--- src/rtl/snoop_wb_pkg.sv ---
package snoop_wb_pkg;

  typedef enum logic [2:0] {
    ST_IDLE,
    ST_SNOOP_WAIT,
    ST_RESP,
    ST_WB_WAIT_ADS,
    ST_WB_BURST,
    ST_WB_TAIL
  } trkState_e;

  // strobes from the sequencer to the datapath
  typedef struct packed {
    logic captureInq;    // latch inquire address/invalidate, clear replies
    logic captureResp;   // sample hit / modified-hit
    logic loadFromLatch; // burst base from latched inquire address
    logic loadFromBus;   // burst base from processor address bus
    logic beatStep;      // advance beat index
  } dpStrobe_t;

endpackage

--- src/rtl/snoop_wb_dp.sv ---
module snoop_wb_dp
  import snoop_wb_pkg::*;
#(
  parameter int ADDR_W     = 32,
  parameter int LINE_BYTES = 32,
  parameter int BEAT_BYTES = 8
) (
  input  logic              clk,
  input  logic              rstN,
  input  dpStrobe_t         strobes,
  input  logic [ADDR_W-1:0] inqAddr,
  input  logic              inqInv,
  input  logic [ADDR_W-1:0] cpuAddr,
  input  logic              cpuHit,
  input  logic              cpuHitMod,
  output logic [ADDR_W-1:0] snoopAddr,
  output logic              invReq,
  output logic              hitFlag,
  output logic              hitModFlag,
  output logic [ADDR_W-1:0] beatAddr,
  output logic              lastBeat
);

  localparam int LINE_LSB = $clog2(LINE_BYTES);
  localparam int BEAT_LSB = $clog2(BEAT_BYTES);
  localparam int IDX_W    = LINE_LSB - BEAT_LSB;
  localparam int BEATS    = LINE_BYTES / BEAT_BYTES;

  logic [ADDR_W-1:0] latchAddr;
  logic              latchInv;
  logic [ADDR_W-1:0] baseAddr;
  logic [IDX_W-1:0]  beatIdx;

  always_ff @(posedge clk or negedge rstN) begin
    if (!rstN) begin
      latchAddr  <= '0;
      latchInv   <= 1'b0;
      hitFlag    <= 1'b0;
      hitModFlag <= 1'b0;
    end else begin
      if (strobes.captureInq) begin
        latchAddr  <= inqAddr;
        latchInv   <= inqInv;
        hitFlag    <= 1'b0;
        hitModFlag <= 1'b0;
      end else if (strobes.captureResp) begin
        hitFlag    <= cpuHit;
        hitModFlag <= cpuHitMod;
      end
    end
  end

  always_ff @(posedge clk or negedge rstN) begin
    if (!rstN) begin
      baseAddr <= '0;
      beatIdx  <= '0;
    end else begin
      if (strobes.loadFromLatch) begin
        baseAddr <= latchAddr;
        beatIdx  <= '0;
      end else if (strobes.loadFromBus) begin
        baseAddr <= cpuAddr;
        beatIdx  <= '0;
      end else if (strobes.beatStep) begin
        beatIdx <= beatIdx + 1'b1;
      end
    end
  end

  // interleaved order: start index XOR beat number inside the line
  generate
    if (BEAT_LSB > 0) begin : g_subBeat
      assign beatAddr = {baseAddr[ADDR_W-1:LINE_LSB],
                         baseAddr[LINE_LSB-1:BEAT_LSB] ^ beatIdx,
                         {BEAT_LSB{1'b0}}};
    end else begin : g_byteBeat
      assign beatAddr = {baseAddr[ADDR_W-1:LINE_LSB],
                         baseAddr[LINE_LSB-1:0] ^ beatIdx};
    end
  endgenerate

  assign lastBeat  = (beatIdx == IDX_W'(BEATS - 1));
  assign snoopAddr = latchAddr;
  assign invReq    = latchInv;

endmodule

--- src/rtl/snoop_wb_ctrl.sv ---
module snoop_wb_ctrl
  import snoop_wb_pkg::*;
#(
  parameter int RESP_DELAY  = 2,
  parameter int TIMEOUT_CYC = 64
) (
  input  logic      clk,
  input  logic      rstN,
  input  logic      inqReq,
  input  logic      addrHold,
  input  logic      cpuAds,
  input  logic      cpuHitMod,
  input  logic      cpuBrdy,
  input  logic      lastBeat,
  output dpStrobe_t strobes,
  output logic      snoopStrobe,
  output logic      busy,
  output logic      beatValid,
  output logic      wbDone,
  output logic      timeoutErr
);

  localparam int PH_W  = (RESP_DELAY > 1) ? $clog2(RESP_DELAY) : 1;
  localparam int TMR_W = $clog2(TIMEOUT_CYC + 1);

  trkState_e        state, stateNx;
  logic [PH_W-1:0]  phaseCnt;
  logic [TMR_W-1:0] waitTmr;
  logic             phaseEnd, tmrExpire, tailEnd;

  assign phaseEnd  = (phaseCnt == PH_W'(RESP_DELAY - 1));
  assign tmrExpire = (state == ST_WB_WAIT_ADS) && !cpuAds &&
                     (waitTmr == TMR_W'(TIMEOUT_CYC - 1));
  assign tailEnd   = (state == ST_WB_TAIL) && !cpuHitMod;

  always_comb begin
    stateNx = state;
    strobes = '0;
    unique case (state)
      ST_IDLE: begin
        if (inqReq) begin
          strobes.captureInq = 1'b1;
          stateNx = ST_SNOOP_WAIT;
        end
      end
      ST_SNOOP_WAIT: begin
        if (phaseEnd) stateNx = ST_RESP;
      end
      ST_RESP: begin
        strobes.captureResp = 1'b1;
        stateNx = cpuHitMod ? ST_WB_WAIT_ADS : ST_IDLE;
      end
      ST_WB_WAIT_ADS: begin
        if (cpuAds) begin
          strobes.loadFromLatch = addrHold;
          strobes.loadFromBus   = !addrHold;
          stateNx = ST_WB_BURST;
        end else if (tmrExpire) begin
          stateNx = ST_IDLE;
        end
      end
      ST_WB_BURST: begin
        if (cpuBrdy) begin
          strobes.beatStep = 1'b1;
          if (lastBeat) stateNx = ST_WB_TAIL;
        end
      end
      ST_WB_TAIL: begin
        if (tailEnd) stateNx = ST_IDLE;
      end
      default: stateNx = ST_IDLE;
    endcase
  end

  always_ff @(posedge clk or negedge rstN) begin
    if (!rstN) begin
      state      <= ST_IDLE;
      phaseCnt   <= '0;
      waitTmr    <= '0;
      wbDone     <= 1'b0;
      timeoutErr <= 1'b0;
    end else begin
      state      <= stateNx;
      phaseCnt   <= (state == ST_SNOOP_WAIT && !phaseEnd) ? phaseCnt + 1'b1 : '0;
      waitTmr    <= (state == ST_WB_WAIT_ADS) ? waitTmr + 1'b1 : '0;
      wbDone     <= tailEnd;
      timeoutErr <= tmrExpire;
    end
  end

  assign snoopStrobe = (state == ST_SNOOP_WAIT) && (phaseCnt == '0);
  assign busy        = (state != ST_IDLE);
  assign beatValid   = (state == ST_WB_BURST);

endmodule

--- src/rtl/snoop_wb_tracker.sv ---
module snoop_wb_tracker
  import snoop_wb_pkg::*;
#(
  parameter int ADDR_W      = 32,
  parameter int LINE_BYTES  = 32,
  parameter int BEAT_BYTES  = 8,
  parameter int RESP_DELAY  = 2,
  parameter int TIMEOUT_CYC = 64
) (
  input  logic              clk,
  input  logic              rstN,
  input  logic              inqReq,
  input  logic [ADDR_W-1:0] inqAddr,
  input  logic              inqInv,
  output logic              snoopStrobe,
  output logic              snoopInv,
  output logic [ADDR_W-1:0] snoopAddr,
  input  logic              addrHold,
  input  logic              cpuAds,
  input  logic [ADDR_W-1:0] cpuAddr,
  input  logic              cpuHit,
  input  logic              cpuHitMod,
  input  logic              cpuBrdy,
  output logic              hitFlag,
  output logic              hitModFlag,
  output logic              busy,
  output logic              beatValid,
  output logic [ADDR_W-1:0] beatAddr,
  output logic              wbDone,
  output logic              timeoutErr
);

  dpStrobe_t strobes;
  logic      lastBeat;
  logic      invReq;

  snoop_wb_ctrl #(
    .RESP_DELAY (RESP_DELAY),
    .TIMEOUT_CYC(TIMEOUT_CYC)
  ) ctrl_i (
    .clk        (clk),
    .rstN       (rstN),
    .inqReq     (inqReq),
    .addrHold   (addrHold),
    .cpuAds     (cpuAds),
    .cpuHitMod  (cpuHitMod),
    .cpuBrdy    (cpuBrdy),
    .lastBeat   (lastBeat),
    .strobes    (strobes),
    .snoopStrobe(snoopStrobe),
    .busy       (busy),
    .beatValid  (beatValid),
    .wbDone     (wbDone),
    .timeoutErr (timeoutErr)
  );

  snoop_wb_dp #(
    .ADDR_W    (ADDR_W),
    .LINE_BYTES(LINE_BYTES),
    .BEAT_BYTES(BEAT_BYTES)
  ) dp_i (
    .clk       (clk),
    .rstN      (rstN),
    .strobes   (strobes),
    .inqAddr   (inqAddr),
    .inqInv    (inqInv),
    .cpuAddr   (cpuAddr),
    .cpuHit    (cpuHit),
    .cpuHitMod (cpuHitMod),
    .snoopAddr (snoopAddr),
    .invReq    (invReq),
    .hitFlag   (hitFlag),
    .hitModFlag(hitModFlag),
    .beatAddr  (beatAddr),
    .lastBeat  (lastBeat)
  );

  assign snoopInv = snoopStrobe & invReq;

endmodule

--- config.mk ---
export PLATFORM = sky130hd
export DESIGN_NAME = snoop_wb_tracker
export DESIGN_NICKNAME = d
export VERILOG_FILES = /design/src/rtl/snoop_wb_pkg.sv /design/src/rtl/snoop_wb_dp.sv /design/src/rtl/snoop_wb_ctrl.sv /design/src/rtl/snoop_wb_tracker.sv
export SDC_FILE = /design/constraint.sdc
export NUM_CORES = 1
export LEC_CHECK = 0
export BUFFER_PORTS_ARGS = -buffer_cell sky130_fd_sc_hd__clkbuf_2
export CORE_UTILIZATION = 45
export CTS_CLUSTER_DIAMETER = 40
export DETAILED_ROUTE_END_ITERATION = 12
export PLACE_DENSITY = 0.72
export SYNTH_ARGS = -nofsm -noshare
export SYNTH_HDL_FRONTEND = slang
export SYNTH_SLANG_ARGS = --single-unit
export TNS_END_PERCENT = 100
--- constraint.sdc ---
create_clock -name clk -period 2.7 [get_ports clk]
set_input_delay 0.54 -clock clk [delete_from_list [all_inputs] [get_ports clk]]
set_output_delay 0.54 -clock clk [all_outputs]
set_load 0.05 [all_outputs]
==> flow_summary_export.csv <==
group,metric,value,unit
yosys,synth_area,3730,um^2
yosys,synth-simple-area-share,0.0822,
yosys,ys.flop_type,"dfrtp_1",
finish,final_cell_mix,"clkbuf_2 (137), dfrtp_1 (79), nand2_1 (35), o21ai_0 (33), mux2_4 (31)",
sta,rsz0062_at_grt,"false",
yosys,syn-mean-instance-area,12.2,um^2
detailed_routing,ant_nets,0,
global_routing,grt_pass1_vias,2573,
setup_path,end_kind,"primary output",
job,maxCapViolCount,0,
clock_network,clock-sinks,79,
yosys,ys_top_cells_by_area,"dfrtp_1 (53%), mux2_4 (12%), mux2i_1 (8.1%)",
die,core_area,7890,um^2
clock_network,clockBufferDepth,2,
yosys,synth_cells,305,
yosys,synth-compound-area-share,0.0624,
sta,report.final.slew_viol_count,0,
detailed_routing,wl_per_cell,14.1,um
yosys,synthArstFlopShare,1.00,
setup_path,r2r-start,"ctrl_i.state[1]",
finish,fill_cells,716,
setup_path,r2r_slack,760,ps
die,rows,32,
detailed_routing,wl_met3,439,um
setup_path,crit_type,"reg2out",
clock_network,clkTransAtPathRegs,80,ps
die,die_h,93.0,um
setup_path,r2r_end,"dp_i.snoopAddr[14]",
clock_network,post-cts-setup-buffer-count,0,
clock_network,cts_root_buffer,"clkbuf_8",
yosys,synth_top_area_cell,"dfrtp_1",
clock_network,clk_latency,340,ps
sta,hold_violations,0,
finish,final_common_cell,"clkbuf_2",
clock_network,postCtsHoldBufs,0,
detailed_routing,wirelength_met1,3280,um
setup_path,start_kind,"register",
place,io_buffers,138,
die,die-area,8660,um^2
detailed_routing,drt_first_iter_violations,75,
sta,skew,11.9,ps
yosys,synth_top_area_frac,0.530,
global_routing,grt_usage,0.182,
clock_network,htreeDepth,3,
setup_path,cp_data_arrival_time,1710,ps
yosys,synth_edf_count,0,
finish,drive_above_1_share,0.470,
global_routing,grt_pass1_wl,12200,um
detailed_routing,vias,2547,
yosys,ys_ff_latch,79,
setup_path,reg2reg_depth,4,
yosys,synth_top_family_by_area,"multiplexers",
sta,tns,0,ps
sta,setup_viol,0,
yosys,synth_fa_ha_area_frac,0.00671,
detailed_routing,routed_wl,7370,um
setup_path,crit_required,2160,ps
die,fp.dieW,93.0,um
yosys,ys_seq_area_frac,0.530,
global_routing,overflow,0,
sta,min_period,2250,ps
place,gp_congestion,0.759,
detailed_routing,top_layer,"met4",
yosys,ys_types,39,
yosys,synth_warnings,0,
detailed_routing,drcViolationCount,0,
place,place_hpwl,5360,um
die,start_util,0.473,
sta,max_freq,444,MHz
detailed_routing,routed_via_density,4.87,
global_routing,grt_max_degree,80,
detailed_routing,firstDrtPassIters,4,
global_routing,antenna_found_initial,0,
yosys,yosys.area_share.xor_xnor,0.0141,
finish,diodes,0,
sta,tightest_slew,981,ps
clock_network,cts_tree,"yes",
yosys,muxShareOfSynthArea,0.214,
setup_path,cp_max_fo,11,
clock_network,cts_resized,0,
finish,area_growth,21.1,%
die,ios,145,
clock_network,cts_buffers,9,
sta,finalCritPeriodShare,0.835,
finish,layout.nets,491,
detailed_routing,dr_wl_met2,3550,um
worst_hold_path,hp-class,"in2async",
sta,slew_headroom,0.346,
status,outcome,"complete, no violations",
## final cells by class
| class | count | area [um^2] | share of cell area |
|---|---|---|---|
| Clock buffer | 13 | 159 | 0.0352 |
| Sequential cell | 79 | 1980 | 0.438 |
| Clock inverter | 3 | 65.1 | 0.0144 |
| Multi-Input combinational cell | 180 | 1430 | 0.317 |
| Inverter | 3 | 11.3 | 0.00249 |
| Timing Repair Buffer | 143 | 743 | 0.165 |
| Tap cell | 102 | 128 | 0.0283 |
## per-stage QoR
| step | hold slack [ps] | util | instances | worst slack (ps) | cell area [um^2] |
|---|---|---|---|---|---|
| 3_5_place_dp | 428 | 0.544 | 507 | 790 | 4290 |
| 2_1_floorplan | 244 | - | 307 | 380 | 3740 |
| 3_3_place_gp | 426 | 0.544 | 507 | 815 | 4290 |
| 5_1_grt | 382 | 0.573 | 523 | 337 | 4520 |
| 6_report | 332 | 0.573 | 523 | 445 | 4520 |
| 4_1_cts | 385 | 0.573 | 523 | 440 | 4520 |
## critical path: stages (launching register included)
cell	delay, ps
dfrtp_1	610
nand2b_1	150
nor3_2	190
and2_1	160
clkbuf_2	270
## flip-flops by register name, indices dropped and copies added, names as in the netlist
name               cells
ctrl_i.timeoutErr      1
dp_i.baseAddr         29
ctrl_i.state           3
dp_i.hitModFlag        1
dp_i.invReq            1
dp_i.hitFlag           1
dp_i.snoopAddr        32
ctrl_i.phaseCnt        1
ctrl_i.wbDone          1
ctrl_i.waitTmr         7
dp_i.beatIdx           2
## Yosys cell counts (2+ instances only)
library cell / count
nor2_1: 9
mux2_4: 31
nand2b_1: 2
dfrtp_1: 79
clkbuf_1: 7
xnor2_1: 2
nor3_1: 2
a21oi_1: 2
ha_1: 2
inv_1: 2
nand2_1: 35
nand3_1: 3
buf_6: 4
xor2_1: 4
mux2i_1: 30
buf_2: 2
a32o_1: 2
o21ai_0: 33
mux2_2: 3
buf_4: 32
## cell families (layout without fill, tap and decap cells)
family / Yosys count / count (layout)
compound gates: 42 / 42
xor+xnor: 6 / 6
fa+ha+maj: 2 / 2
buf+inv: 48 / 162
flops: 79 / 79
mux: 64 / 64
other cells: 1 / 3
simple gates: 63 / 63
## layer usage
metal,vias up,track usage
met3,9,0.0455
li1,1233,-
met1,1211,0.227
met2,94,0.309
met4,0,0.0577
met5,-,0
## worst max-delay path by stage
stage | start | to | cells after the start
after CTS | ctrl_i.state[0] | snoopInv | 4
final | ctrl_i.state[0] | snoopInv | 4
after floorplan | ctrl_i.state[1] | snoopInv | 3
after global routing | ctrl_i.state[0] | snoopInv | 4
after detailed placement | ctrl_i.state[1] | dp_i.snoopAddr[14] | 4
after global placement | ctrl_i.state[1] | dp_i.snoopAddr[29] | 4
Power is left out: the tool's default activity adds up to more than one toggle a clock period on the data nets, which glitch-free logic cannot reach.
